==> src/rtl/alias_pkg.sv <==
// Shared types and helpers for the alias detection table.
// Assumes width codes 0..3 meaning 1, 2, 4 and 8 bytes.
package alias_pkg;

    typedef logic [1:0] size_code_t;

    // Convert a width code into a byte count.
    function automatic logic [3:0] size_bytes(input size_code_t code);
        return 4'd1 << code;
    endfunction

endpackage

==> src/rtl/alias_slot.sv <==
// One table slot: holds a protected load range and compares it with the
// current store range. Assumes the store range arrives already widened by
// one bit so that ranges never wrap.
module alias_slot
    import alias_pkg::*;
#(
    parameter int ADDR_W = 32
) (
    input  logic              clk,
    input  logic              rst_n,
    input  logic              clr,
    input  logic              wr_en,
    input  logic [ADDR_W-1:0] wr_addr,
    input  size_code_t        wr_size,
    input  logic [ADDR_W:0]   st_lo,
    input  logic [ADDR_W:0]   st_hi,
    output logic              valid_o,
    output logic              hit_o
);
    localparam int PAD_W = ADDR_W + 1 - 4;

    logic              valid_q;
    logic [ADDR_W-1:0] base_q;
    size_code_t        size_q;
    logic [ADDR_W:0]   ld_lo;
    logic [ADDR_W:0]   ld_hi;

    // Slot storage: a write wins over a flush for this slot.
    always_ff @(posedge clk) begin
        if (!rst_n) begin
            valid_q <= 1'b0;
            base_q  <= '0;
            size_q  <= '0;
        end else if (wr_en) begin
            valid_q <= 1'b1;
            base_q  <= wr_addr;
            size_q  <= wr_size;
        end else if (clr) begin
            valid_q <= 1'b0;
        end
    end

    // Half-open range overlap between the stored load and the store.
    always_comb begin
        ld_lo = {1'b0, base_q};
        ld_hi = ld_lo + {{PAD_W{1'b0}}, size_bytes(size_q)};
        hit_o = valid_q && (st_lo < ld_hi) && (ld_lo < st_hi);
    end

    assign valid_o = valid_q;

endmodule

==> src/rtl/alias_first_set.sv <==
// Lowest-set-bit encoder over a hit vector. Assumes WIDTH >= 2.
module alias_first_set #(
    parameter int WIDTH = 8,
    parameter int IDX_W = $clog2(WIDTH)
) (
    input  logic [WIDTH-1:0] vec,
    output logic [IDX_W-1:0] idx
);
    // Scan from the top so the lowest set bit is assigned last.
    always_comb begin
        idx = '0;
        for (int i = WIDTH - 1; i >= 0; i--) begin
            if (vec[i]) idx = IDX_W'(i);
        end
    end

endmodule

==> src/rtl/alias_guard_table.sv <==
// Protected-load table with masked store checks. Each slot records a load
// range; a store is compared only against the live slots that its mask
// selects, and a registered trap reports the conflicts one cycle later.
// Assumes at most one load and one store per cycle; a store sees the table
// as it was before any write or flush in its own cycle.
module alias_guard_table
    import alias_pkg::*;
#(
    parameter int NUM_ENTRIES = 8,
    parameter int ADDR_W      = 32,
    parameter int IDX_W       = $clog2(NUM_ENTRIES)
) (
    input  logic                   clk,
    input  logic                   rst_n,
    input  logic                   clr,
    input  logic                   ld_valid,
    input  logic [IDX_W-1:0]       ld_idx,
    input  logic [ADDR_W-1:0]      ld_addr,
    input  logic [1:0]             ld_size,
    input  logic                   st_valid,
    input  logic [ADDR_W-1:0]      st_addr,
    input  logic [1:0]             st_size,
    input  logic [NUM_ENTRIES-1:0] st_mask,
    output logic                   trap_o,
    output logic [IDX_W-1:0]       trap_idx_o,
    output logic [NUM_ENTRIES-1:0] trap_hits_o
);
    localparam int PAD_W = ADDR_W + 1 - 4;

    logic [ADDR_W:0]        st_lo;
    logic [ADDR_W:0]        st_hi;
    logic [NUM_ENTRIES-1:0] slot_valid;
    logic [NUM_ENTRIES-1:0] slot_hit;
    logic [NUM_ENTRIES-1:0] sel_hit;
    logic [IDX_W-1:0]       first_idx;

    // Store byte range, widened one bit to keep the end from wrapping.
    always_comb begin
        st_lo = {1'b0, st_addr};
        st_hi = st_lo + {{PAD_W{1'b0}}, size_bytes(st_size)};
    end

    for (genvar g = 0; g < NUM_ENTRIES; g++) begin : g_slot
        alias_slot #(.ADDR_W(ADDR_W)) u_slot (
            .clk     (clk),
            .rst_n   (rst_n),
            .clr     (clr),
            .wr_en   (ld_valid && (ld_idx == IDX_W'(g))),
            .wr_addr (ld_addr),
            .wr_size (ld_size),
            .st_lo   (st_lo),
            .st_hi   (st_hi),
            .valid_o (slot_valid[g]),
            .hit_o   (slot_hit[g])
        );
    end

    // Keep only the slots the store actually asked about.
    assign sel_hit = st_valid ? (slot_hit & st_mask) : '0;

    alias_first_set #(.WIDTH(NUM_ENTRIES), .IDX_W(IDX_W)) u_first (
        .vec (sel_hit),
        .idx (first_idx)
    );

    // Register the trap report for the cycle after the check.
    always_ff @(posedge clk) begin
        if (!rst_n) begin
            trap_o      <= 1'b0;
            trap_idx_o  <= '0;
            trap_hits_o <= '0;
        end else begin
            trap_o      <= |sel_hit;
            trap_idx_o  <= first_idx;
            trap_hits_o <= sel_hit;
        end
    end

endmodule

==> config.mk <==
export PLATFORM = sky130hd
export DESIGN_NAME = alias_guard_table
export DESIGN_NICKNAME = d
export VERILOG_FILES = /design/src/rtl/alias_pkg.sv /design/src/rtl/alias_slot.sv /design/src/rtl/alias_first_set.sv /design/src/rtl/alias_guard_table.sv
export SDC_FILE = /design/constraint.sdc
export NUM_CORES = 1
export LEC_CHECK = 0
export BUFFER_PORTS_ARGS = -buffer_cell sky130_fd_sc_hd__buf_2
export CORE_MARGIN = 8
export CORE_UTILIZATION = 64
export DETAILED_ROUTE_END_ITERATION = 16
export HOLD_SLACK_MARGIN = 0.15
export PLACE_DENSITY_LB_ADDON = 0.2
export SYNTH_ARGS = -nofsm -noshare
export SYNTH_HDL_FRONTEND = slang
export SYNTH_SLANG_ARGS = --single-unit
==> constraint.sdc <==
create_clock -name clk -period 6.8 [get_ports clk]
set_clock_uncertainty 0.05 [all_clocks]
set_input_delay 1.36 -clock clk [delete_from_list [all_inputs] [get_ports clk]]
set_output_delay 1.36 -clock clk [all_outputs]
set_load 0.03 [all_outputs]
==> run_results.csv <==
group,metric,value,unit
global_route,antenna_found_initial,4,
clock_network,holdBufCountCts,0,
floorplanning,die_y,220,um
route,num_vias,26127,
synthesis,ys_ff_latch,292,
floorplanning,io-pin-count,96,
synthesis,synth_nets,4030,
final_layout,drive_gt1_frac,0.0710,
sta,hold_viol,0,
sta,relSlewSlack,0.189,
clock_network,post_cts_buffers,0,
setup_path,critPathRequiredTime,7.19,ns
placement,hpwlAfterDp,70400,um
setup_path,cp-start-kind,"primary input",
global_route,first_global_vias,25717,
job,drv_cap,0,
setup_path,crit_arrival,6.64,ns
floorplanning,initial_core_util,0.643,
synthesis,syn_inst,3405,
setup_path,critical-path-max-stage-delay,0.78,ns
synthesis,synth_ff_type,"dfxtp_1",
floorplanning,die_x,220,um
placement,gp_congestion,1.00,
final_layout,nets,4094,
global_route,gr-total-overflow,0,
setup_path,crit_type,"primary input to register",
sta,rsz0062_at_grt,"no",
global_route,grt_use_met3,0.0541,
placement,port_buffers,95,
power_and_ir_drop,power_density,155,nW/um^2
clock_network,numCtsBuffers,36,
synthesis,yosysUniqueCellTypes,85,
final_layout,area_delta_synth_final,8.19,%
route,vias_per_cell,6.48,
sta,tns,0,ns
power_and_ir_drop,ir_drop,0.000196,V
setup_path,end_kind,"register",
global_route,use_met1,0.475,
clock_network,cts_buffer_depth,3,
synthesis,async_flop_share,0,
setup_path,cp_max_fo,8,
sta,final_max_slew_viol_count,0,
synthesis,syn_area,26700,um^2
synthesis,yosysSeqAreaShare,0.219,
floorplanning,core_area,41600,um^2
placement,place_area,27800,um^2
final_layout,finalInstanceArea,28900,um^2
route,wl,89600,um
clock_network,cts-resized-gates,0,
clock_network,clkSinkCount,292,
floorplanning,die_area,48600,um^2
final_layout,fill_cells,3465,
route,ant_nets,0,
power_and_ir_drop,leakagePower,0.0118,uW
synthesis,synth-edff-count,0,
clock_network,clkTransAtPathRegs,0.06,ns
floorplanning,fp-row-count,75,
sta,timing.fmax,160,MHz
clock_network,cts-root-buf,"clkbuf_16",
sta,finalSetupViolCount,0,
route,drt-wirelength-per-cell,22.2,um
global_route,grt_pass1_wl,137000,um
setup_path,path_cells,"buf_2, nor2_1, ha_1, inv_1, fa_1, nor2b_1, o31ai_4, nor3_2, nand3_1, nor2_1, nand4_1, xor2_1, ha_1, nand2_1, nand2_1, or3_1, or3_4, a2111oi_2, o311ai_1, nor2b_1, o31ai_1, a21oi_1",
route,firstDrtPassIters,7,
sta,timing.final.crit_share,0.919,
route,drtIter0Drc,2399,
clock_network,cts_max_level,2,
clock_network,cts_tree,"built",
global_route,met2_usage,0.579,
global_route,track_usage,0.363,
synthesis,synth.avg_cell_area,7.85,um^2
min_path,holdCritPathClass,"register to register",
sta,fin_crit,6.25,ns
clock_network,clk_latency,0.56,ns
synthesis,ys_warn_count,0,
setup_path,r2r_setup_slack,1.31,ns
setup_path,cpMaxStageDelayCell,"xor2_1",
run_status,status,"complete, no violations",
global_route,grt_max_degree,120,
route,drc,0,
sta,worst_pin_slew,1.19,ns
global_route,grt-busiest-layer,"met2",
[power by group]
group          switching, uW  total (uW)  leakage, uW  internal [uW]
sequential              59.6        1810      0.00236           1750
combinational            518         813      0.00889            295
clock                    808        1870     0.000547           1060
total                   1390        4490       0.0118           3110
[stage by stage]
step	util	worst slack, ns	power, uW	hold slack [ns]	std cells
floorplan	-	1.14	2320	0.395	3405
global placement	0.669	0.259	2580	0.403	3970
detailed placement	0.669	0.0758	2630	0.416	3970
CTS	0.696	0.606	4480	0.426	4032
global route	0.696	0.185	4650	0.448	4035
finish	0.696	0.548	4490	0.428	4035
[registers in the layout (all words and copies together), names as in the netlist]
name,flops
g_slot.u_slot.base_q,256
g_slot.u_slot.size_q,16
g_slot.u_slot.valid_o,8
trap_hits_o,8
trap_idx_o,3
trap_o,1
[Yosys cell counts (4+ instances only)]
cell         n  area [um^2]
nand2_1    737         2770
ha_1       532         6660
a21oi_1    442         2210
dfxtp_1    292         5850
xor2_1     159         1390
nor2_1     144          541
xnor2_1    110          963
nand3_1    106          531
nand4_1     95          594
a21o_1      89          668
o21ai_0     86          430
clkbuf_1    85          319
nor2b_1     53          332
and3_1      47          294
inv_1       38          143
clkbuf_2    34          170
and4_1      33          289
nand2b_1    33          206
nor3_1      33          165
a211oi_1    29          218
o211ai_1    20          150
a2111oi_0   18          158
and2_1      17          106
o21a_1      17          128
fa_1         9          180
nor4_1       9         56.3
a221oi_1     8         70.1
or3_1        8         50.1
a31oi_1      7         43.8
nor3b_1      6         45.0
o21bai_1     6         45.0
a211o_1      5         43.8
a41oi_1      5         43.8
nor3_2       4         40.0
o21ai_1      4         20.0
o22ai_1      4         25.0
or2_2        4         25.0
or4_1        4         30.0
[cells in the final DEF, fill, tap and decap left out, types with 7 or more instances in the layout]
cell / instances
clkbuf_16: 37
and3_1: 47
nor2_1: 138
nand4_1: 95
xor2_1: 159
and4_1: 33
buf_4: 52
o21ai_0: 86
nor2b_1: 53
and2_1: 17
inv_1: 38
nor4_1: 9
dfxtp_1: 292
a21oi_1: 442
ha_1: 532
a2111oi_0: 18
nand2_1: 737
o211ai_1: 20
o21a_1: 17
a211oi_1: 29
nand3_1: 106
xnor2_1: 110
a221oi_1: 8
nor3_1: 31
a21o_1: 89
nand2b_1: 33
clkinv_2: 8
a31oi_1: 7
fa_1: 9
or3_1: 8
buf_2: 95
[cells by family after synthesis]
logic type / share of synthesized area
AOI/OAI and AO/OA: 0.175
adders and majority gates: 0.256
xor gates and xnor gates: 0.0881
buffers and inverters: 0.0244
and+or+nand+nor: 0.238
DFF: 0.219
[worst max-delay path, delay by kind of cell]
family / cells / cell delay (ns)
AOI/OAI and AO/OA: 5 / 0.92
xor gates and xnor gates: 1 / 0.78
adders and majority gates: 3 / 0.97
buffers and inverters: 2 / 0.17
and+or+nand+nor: 11 / 2.42
[path summary, 6_finish.rpt]
path | from | to | cells after the start
setup / recovery | st_size[1] | trap_idx_o[0] | 22
hold / removal | g_slot[1].u_slot.valid_o | g_slot[1].u_slot.valid_o | 2
setup reg to reg | g_slot[7].u_slot.size_q[1] | trap_idx_o[2] | 20
hold reg to reg | g_slot[1].u_slot.valid_o | g_slot[1].u_slot.valid_o | 2
[metal layers]
| metal | share of wire | up-vias | wire [um] |
|---|---|---|---|
| li1 | - | 12358 | - |
| met1 | 0.42 | 12392 | 37700 |
| met2 | 0.44 | 1143 | 39300 |
| met3 | 0.094 | 234 | 8400 |
| met4 | 0.047 | 0 | 4220 |
| met5 | 0 | - | 0 |
[area by class of cell]
type / count / area, um^2 / share of cell area
clock inverters: 17 / 139 / 0.00480
well taps: 539 / 674 / 0.0233
multi-input cells: 2953 / 20300 / 0.701
inverters: 39 / 154 / 0.00532
repair buffers: 147 / 866 / 0.0299
diodes: 3 / 7.51 / 0.000259
clock buffers: 45 / 976 / 0.0337
flip-flops and latches: 292 / 5850 / 0.202
(Power assumes the default switching activity.)
